**src/rtl/ext_irq_pkg.sv**
```systemverilog
package ext_irq_pkg;
  localparam int unsigned CH_NUM = 6;
  localparam int unsigned SHARED_NUM = 2;
  localparam int unsigned SHARED_BASE = CH_NUM - SHARED_NUM;

  typedef enum logic {
    SRC_SERIAL = 1'b0,
    SRC_PIN    = 1'b1
  } slot_src_e;

  typedef struct packed {
    logic [SHARED_NUM-1:0] src_sel;
    logic [CH_NUM-1:0]     both_edge;
  } irq_cfg_t;
endpackage

```
**src/rtl/ext_irq_sync.sv**
```systemverilog
module ext_irq_sync #(
  parameter int unsigned WIDTH  = 6,
  parameter int unsigned STAGES = 2
) (
  input  logic             clk_i,
  input  logic             rst_ni,
  input  logic [WIDTH-1:0] d_i,
  output logic [WIDTH-1:0] q_o
);
  logic [WIDTH-1:0] stage_q [STAGES];

  always_ff @(posedge clk_i or negedge rst_ni) begin
    if (!rst_ni) stage_q[0] <= '0;
    else         stage_q[0] <= d_i;
  end

  for (genvar s = 1; s < STAGES; s++) begin : g_stage
    always_ff @(posedge clk_i or negedge rst_ni) begin
      if (!rst_ni) stage_q[s] <= '0;
      else         stage_q[s] <= stage_q[s-1];
    end
  end

  assign q_o = stage_q[STAGES-1];
endmodule

```
**src/rtl/ext_irq_edge_det.sv**
```systemverilog
module ext_irq_edge_det (
  input  logic clk_i,
  input  logic rst_ni,
  input  logic lvl_i,
  input  logic both_i,
  input  logic pol_i,
  output logic hit_o
);
  logic prev_q;
  logic rise, fall;

  always_ff @(posedge clk_i or negedge rst_ni) begin
    if (!rst_ni) prev_q <= 1'b0;
    else         prev_q <= lvl_i;
  end

  assign rise = lvl_i & ~prev_q;
  assign fall = ~lvl_i & prev_q;

  // both-edges ignores polarity so pol=1 stays deterministic
  always_comb begin
    if (both_i)     hit_o = rise | fall;
    else if (pol_i) hit_o = rise;
    else            hit_o = fall;
  end
endmodule

```
**src/rtl/ext_irq_req_flag.sv**
```systemverilog
module ext_irq_req_flag (
  input  logic clk_i,
  input  logic rst_ni,
  input  logic set_i,
  input  logic clr_i,
  output logic req_o
);
  always_ff @(posedge clk_i or negedge rst_ni) begin
    if (!rst_ni)    req_o <= 1'b0;
    else if (set_i) req_o <= 1'b1;   // set beats clear
    else if (clr_i) req_o <= 1'b0;
  end
endmodule

```
**src/rtl/ext_irq_edge_unit.sv**
```systemverilog
module ext_irq_edge_unit
  import ext_irq_pkg::*;
#(
  parameter int unsigned NUM_CH      = CH_NUM,
  parameter int unsigned SYNC_STAGES = 2
) (
  input  logic              clk_i,
  input  logic              rst_ni,
  input  logic              cfg_we_i,
  input  logic [7:0]        cfg_wdata_i,
  input  logic [NUM_CH-1:0] pol_i,
  input  logic [NUM_CH-1:0] pin_i,
  input  logic [1:0]        sio_req_i,
  input  logic [NUM_CH-1:0] clr_i,
  output logic [NUM_CH-1:0] req_o
);
  localparam int unsigned FIRST_SHARED = NUM_CH - SHARED_NUM;

  irq_cfg_t          cfg_q;
  logic [NUM_CH-1:0] pin_sync;
  logic [NUM_CH-1:0] edge_hit;
  logic [NUM_CH-1:0] slot_set;

  always_ff @(posedge clk_i or negedge rst_ni) begin
    if (!rst_ni)       cfg_q <= '0;
    else if (cfg_we_i) cfg_q <= irq_cfg_t'(cfg_wdata_i);
  end

  ext_irq_sync #(.WIDTH(NUM_CH), .STAGES(SYNC_STAGES)) i_sync (
    .clk_i (clk_i),
    .rst_ni(rst_ni),
    .d_i   (pin_i),
    .q_o   (pin_sync)
  );

  for (genvar c = 0; c < NUM_CH; c++) begin : g_ch
    ext_irq_edge_det i_det (
      .clk_i (clk_i),
      .rst_ni(rst_ni),
      .lvl_i (pin_sync[c]),
      .both_i(cfg_q.both_edge[c]),
      .pol_i (pol_i[c]),
      .hit_o (edge_hit[c])
    );

    if (c >= FIRST_SHARED) begin : g_shared
      assign slot_set[c] = (cfg_q.src_sel[c-FIRST_SHARED] == SRC_PIN)
                           ? edge_hit[c] : sio_req_i[c-FIRST_SHARED];
    end else begin : g_plain
      assign slot_set[c] = edge_hit[c];
    end

    ext_irq_req_flag i_flag (
      .clk_i (clk_i),
      .rst_ni(rst_ni),
      .set_i (slot_set[c]),
      .clr_i (clr_i[c]),
      .req_o (req_o[c])
    );
  end
endmodule

```
**config.mk**
```make
export PLATFORM = sky130hd
export DESIGN_NAME = ext_irq_edge_unit
export DESIGN_NICKNAME = d
export VERILOG_FILES = /design/src/rtl/ext_irq_pkg.sv /design/src/rtl/ext_irq_sync.sv /design/src/rtl/ext_irq_edge_det.sv /design/src/rtl/ext_irq_req_flag.sv /design/src/rtl/ext_irq_edge_unit.sv
export SDC_FILE = /design/constraint.sdc
export NUM_CORES = 1
export LEC_CHECK = 0
export ABC_AREA = 1
export BUFFER_PORTS_ARGS = -buffer_cell sky130_fd_sc_hd__buf_2
export CELL_PAD_IN_SITES_DETAIL_PLACEMENT = 1
export CELL_PAD_IN_SITES_GLOBAL_PLACEMENT = 2
export CORE_MARGIN = 1
export CORE_UTILIZATION = 25
export DETAILED_ROUTE_END_ITERATION = 10
export HOLD_SLACK_MARGIN = 0.06
export PLACE_DENSITY = 0.64
export SYNTH_ARGS = -nofsm -noshare
export SYNTH_HDL_FRONTEND = slang
export SYNTH_SLANG_ARGS = --single-unit
```
**constraint.sdc**
```tcl
create_clock -name clk_i -period 1.4 [get_ports clk_i]
set_clock_uncertainty 0.05 [all_clocks]
set_input_delay 0.35 -clock clk_i [delete_from_list [all_inputs] [get_ports clk_i]]
set_output_delay 0.35 -clock clk_i [all_outputs]
set_load 0.02 [all_outputs]
```
==> results.txt <==
Status - finished, final reports clean
# setup viols final - 0
Crit-path leading delay family - flip-flops
Nets - 230
Switching Share - 26.3%
Crit path required time - 1.00 ns
Syn_area_per_cell - 9.48 um^2
# H-tree levels - 2
Peak fanout along the critical path - 2
Core area - 5470 um^2
#FFs+latches synth - 32
Most frequent cells in the layout - 42 x inv_1, 36 x buf_2, 32 x dfrtp_1
Die width - 77.2 um
IO Pins - 37
Busiest grt layer - met2
Yosys warns - 0
Initial antenna violation count - 0
1st-iter DRT viols - 18
# diodes - 0
Sequential share of power - 52.5%
Multi-input gate area - 398 um^2
Vert. Die Dim - 77.2 um
Grt ovf - 0
Crit path time final - 1.22 ns
Clock buffer depth - 2
M2 GR Usage - 17.7%
Worst hold path startpoint - pin_i[4]
Setup bufs post-CTS - 0
Mapped Nets - 192
Total of max-cap violations - 0
Final slew viol count - 0
Sequential fraction of the synthesis area - 56.7%
First-pass GRT wire length - 4750 um
Initial DRT Pass Iterations - 3
Cell Area, Synth - 1410 um^2
Layout filler cell count - 669
CP Buf/Inv Count - 1
Reg2Reg Setup Slack - 0.24 ns
HPWL Detailed - 2130 um
VDD IR max - 0.437 mV
Via count - 1009
Startpoint Class - register
Met1 GRT Util - 11.5%
Critical Path Max Stage Delay - 0.38 ns
Relative slew slack - 73.0%
DRC - 0
Post-Route Setup TNS - 0 ns
GPL Wtd Cong - 0.722
Share of cells above drive strength 1 - 25.1%
Die ar. - 5960 um^2
Number of global-route vias before repair - 1096
P per Cell Area - 1140 nW/um^2
Reg2Reg Capture Point - g_ch[2].i_flag.req_o$_DFFE_PN0P_
Unrepaired setup endpoints after global routing - false
Worst path slowest cell - dfrtp_1
Leakage - 0.000991 uW
Crit Reg-Reg Startpoint - i_sync.q_o[2]$_DFF_PN0_
Fin. Hold Viols - 0
Comb pwr share - 14.1%
Num CTS Buffers - 5
Critical setup path kind - reg2out
Cell Int Power - 1450 uW
M3 GR Usage - 4.05%
Worst Reg-to-Reg Cells - 5
Post-CTS Hold Buffers - 1
Starting Density - 25.8%
Max frequency - 816 MHz
Psw - 518 uW
Design Power - 1970 uW
Most common cell after layout, fill and taps aside - inv_1
Crit end category - output pin
Area Growth Syn to Fin - 22.8%
Largest net degree at the start of global routing - 18
Overall routed net length - 2750 um
Worst slew pin tran - 0.404 ns
Worst path cell trace - buf_2
Antenna Nets Post-Route - 0
Clock power share - 33.3%
Critical path arrival - 0.82 ns
Global Route Usage Sum - 10.4%
Skew-Pair Late Insertion Delay - 0.27 ns
Sinks on Clock Net - 32
Hold WC Path Type - in2reg
Drt wl/cell - 10.6 um
Post-cts resize count - 0
Layout Utilization - 31.7%
Vias per cell - 3.90
I/O Buffers - 36
Mapped Cells - 149
FF+latch area - 801 um^2
Hold path endpoint - i_sync.stage_q[10]$_DFF_PN0_
Rows - 27
Tcrit/Tclk final - 87.5%
CTS tree - done
Root Buffer - clkbuf_8
Distinct cells, synth - 10
Hold path depth - 1
Clock-pin slew on the worst setup and hold paths - 0.07 ns
==> worst max path at each step <==
stage,depth (start not counted),endpoint,startpoint
global route,1,req_o[5],g_ch[5].i_flag.req_o$_DFFE_PN0P_
CTS,1,req_o[5],g_ch[5].i_flag.req_o$_DFFE_PN0P_
detailed placement,5,g_ch[2].i_flag.req_o$_DFFE_PN0P_,i_sync.q_o[2]$_DFF_PN0_
floorplan,4,g_ch[0].i_flag.req_o$_DFFE_PN0P_,g_ch[0].i_det.prev_q$_DFF_PN0_
global placement,5,g_ch[3].i_flag.req_o$_DFFE_PN0P_,i_sync.q_o[3]$_DFF_PN0_
finish,1,req_o[5],g_ch[5].i_flag.req_o$_DFFE_PN0P_
==> cell usage after synthesis (all sizes together) <==
library cell | count | area share, %
or2 | 4 | 1.8
ha | 12 | 11
dfrtp | 32 | 57
nand2 | 30 | 8.0
o21ai | 14 | 5.0
nand3 | 6 | 2.1
inv | 42 | 11
a21oi | 2 | 0.71
buf | 7 | 4.0
==> cells by family after synthesis <==
family,Yosys count,synth area share (%)
AND/OR/NAND/NOR,40,11.9
buffers and inverters,49,15.1
AO/OA/AOI/OAI,16,5.67
flip-flops,32,56.7
adder cells (fa/ha/maj),12,10.6
==> per-layer routing <==
metal	part of all wire, %	wire, um
met1	43	1170
met2	50	1360
met3	6.1	168
met4	1.7	47
met5	0	0
==> metrics by stage <==
stage / std cells / worst slack [ns] / hold WS, ns / area (um^2)
CTS: 259 / 0.155 / 0.108 / 1730
detailed placement: 251 / 0.242 / 0.261 / 1650
global placement: 251 / 0.276 / 0.253 / 1650
finish: 259 / 0.175 / 0.121 / 1730
global route: 259 / 0.139 / 0.112 / 1730
floorplan: 149 / 0.317 / 0.00441 / 1410
==> area by class of cell <==
cell class	instances	area share, %
sequential	32	46.2
multi-input combinational	68	22.9
timing repair buffer	38	12.1
inverter	42	9.09
tap	72	5.19
clock buffer	6	4.18
clock inverter	1	0.289
==> power groups by stage <==
| stage | clock, uW | combinational (uW) | sequential [uW] |
|---|---|---|---|
| after floorplan | 0 | 194 | 1040 |
| after global placement | 0 | 270 | 1050 |
| final | 656 | 278 | 1030 |
| after global routing | 716 | 321 | 1050 |
| after CTS | 693 | 289 | 1040 |
| after detailed placement | 0 | 284 | 1050 |
==> state kept, by name, summed over array words and instances (netlist names) <==
| register | flops |
|---|---|
| cfg_q | 8 |
| g_ch.i_det.prev_q | 6 |
| g_ch.i_flag.req_o | 6 |
| i_sync.q_o | 6 |
| i_sync.stage_q | 6 |
Power figures use the tool's default switching activity.
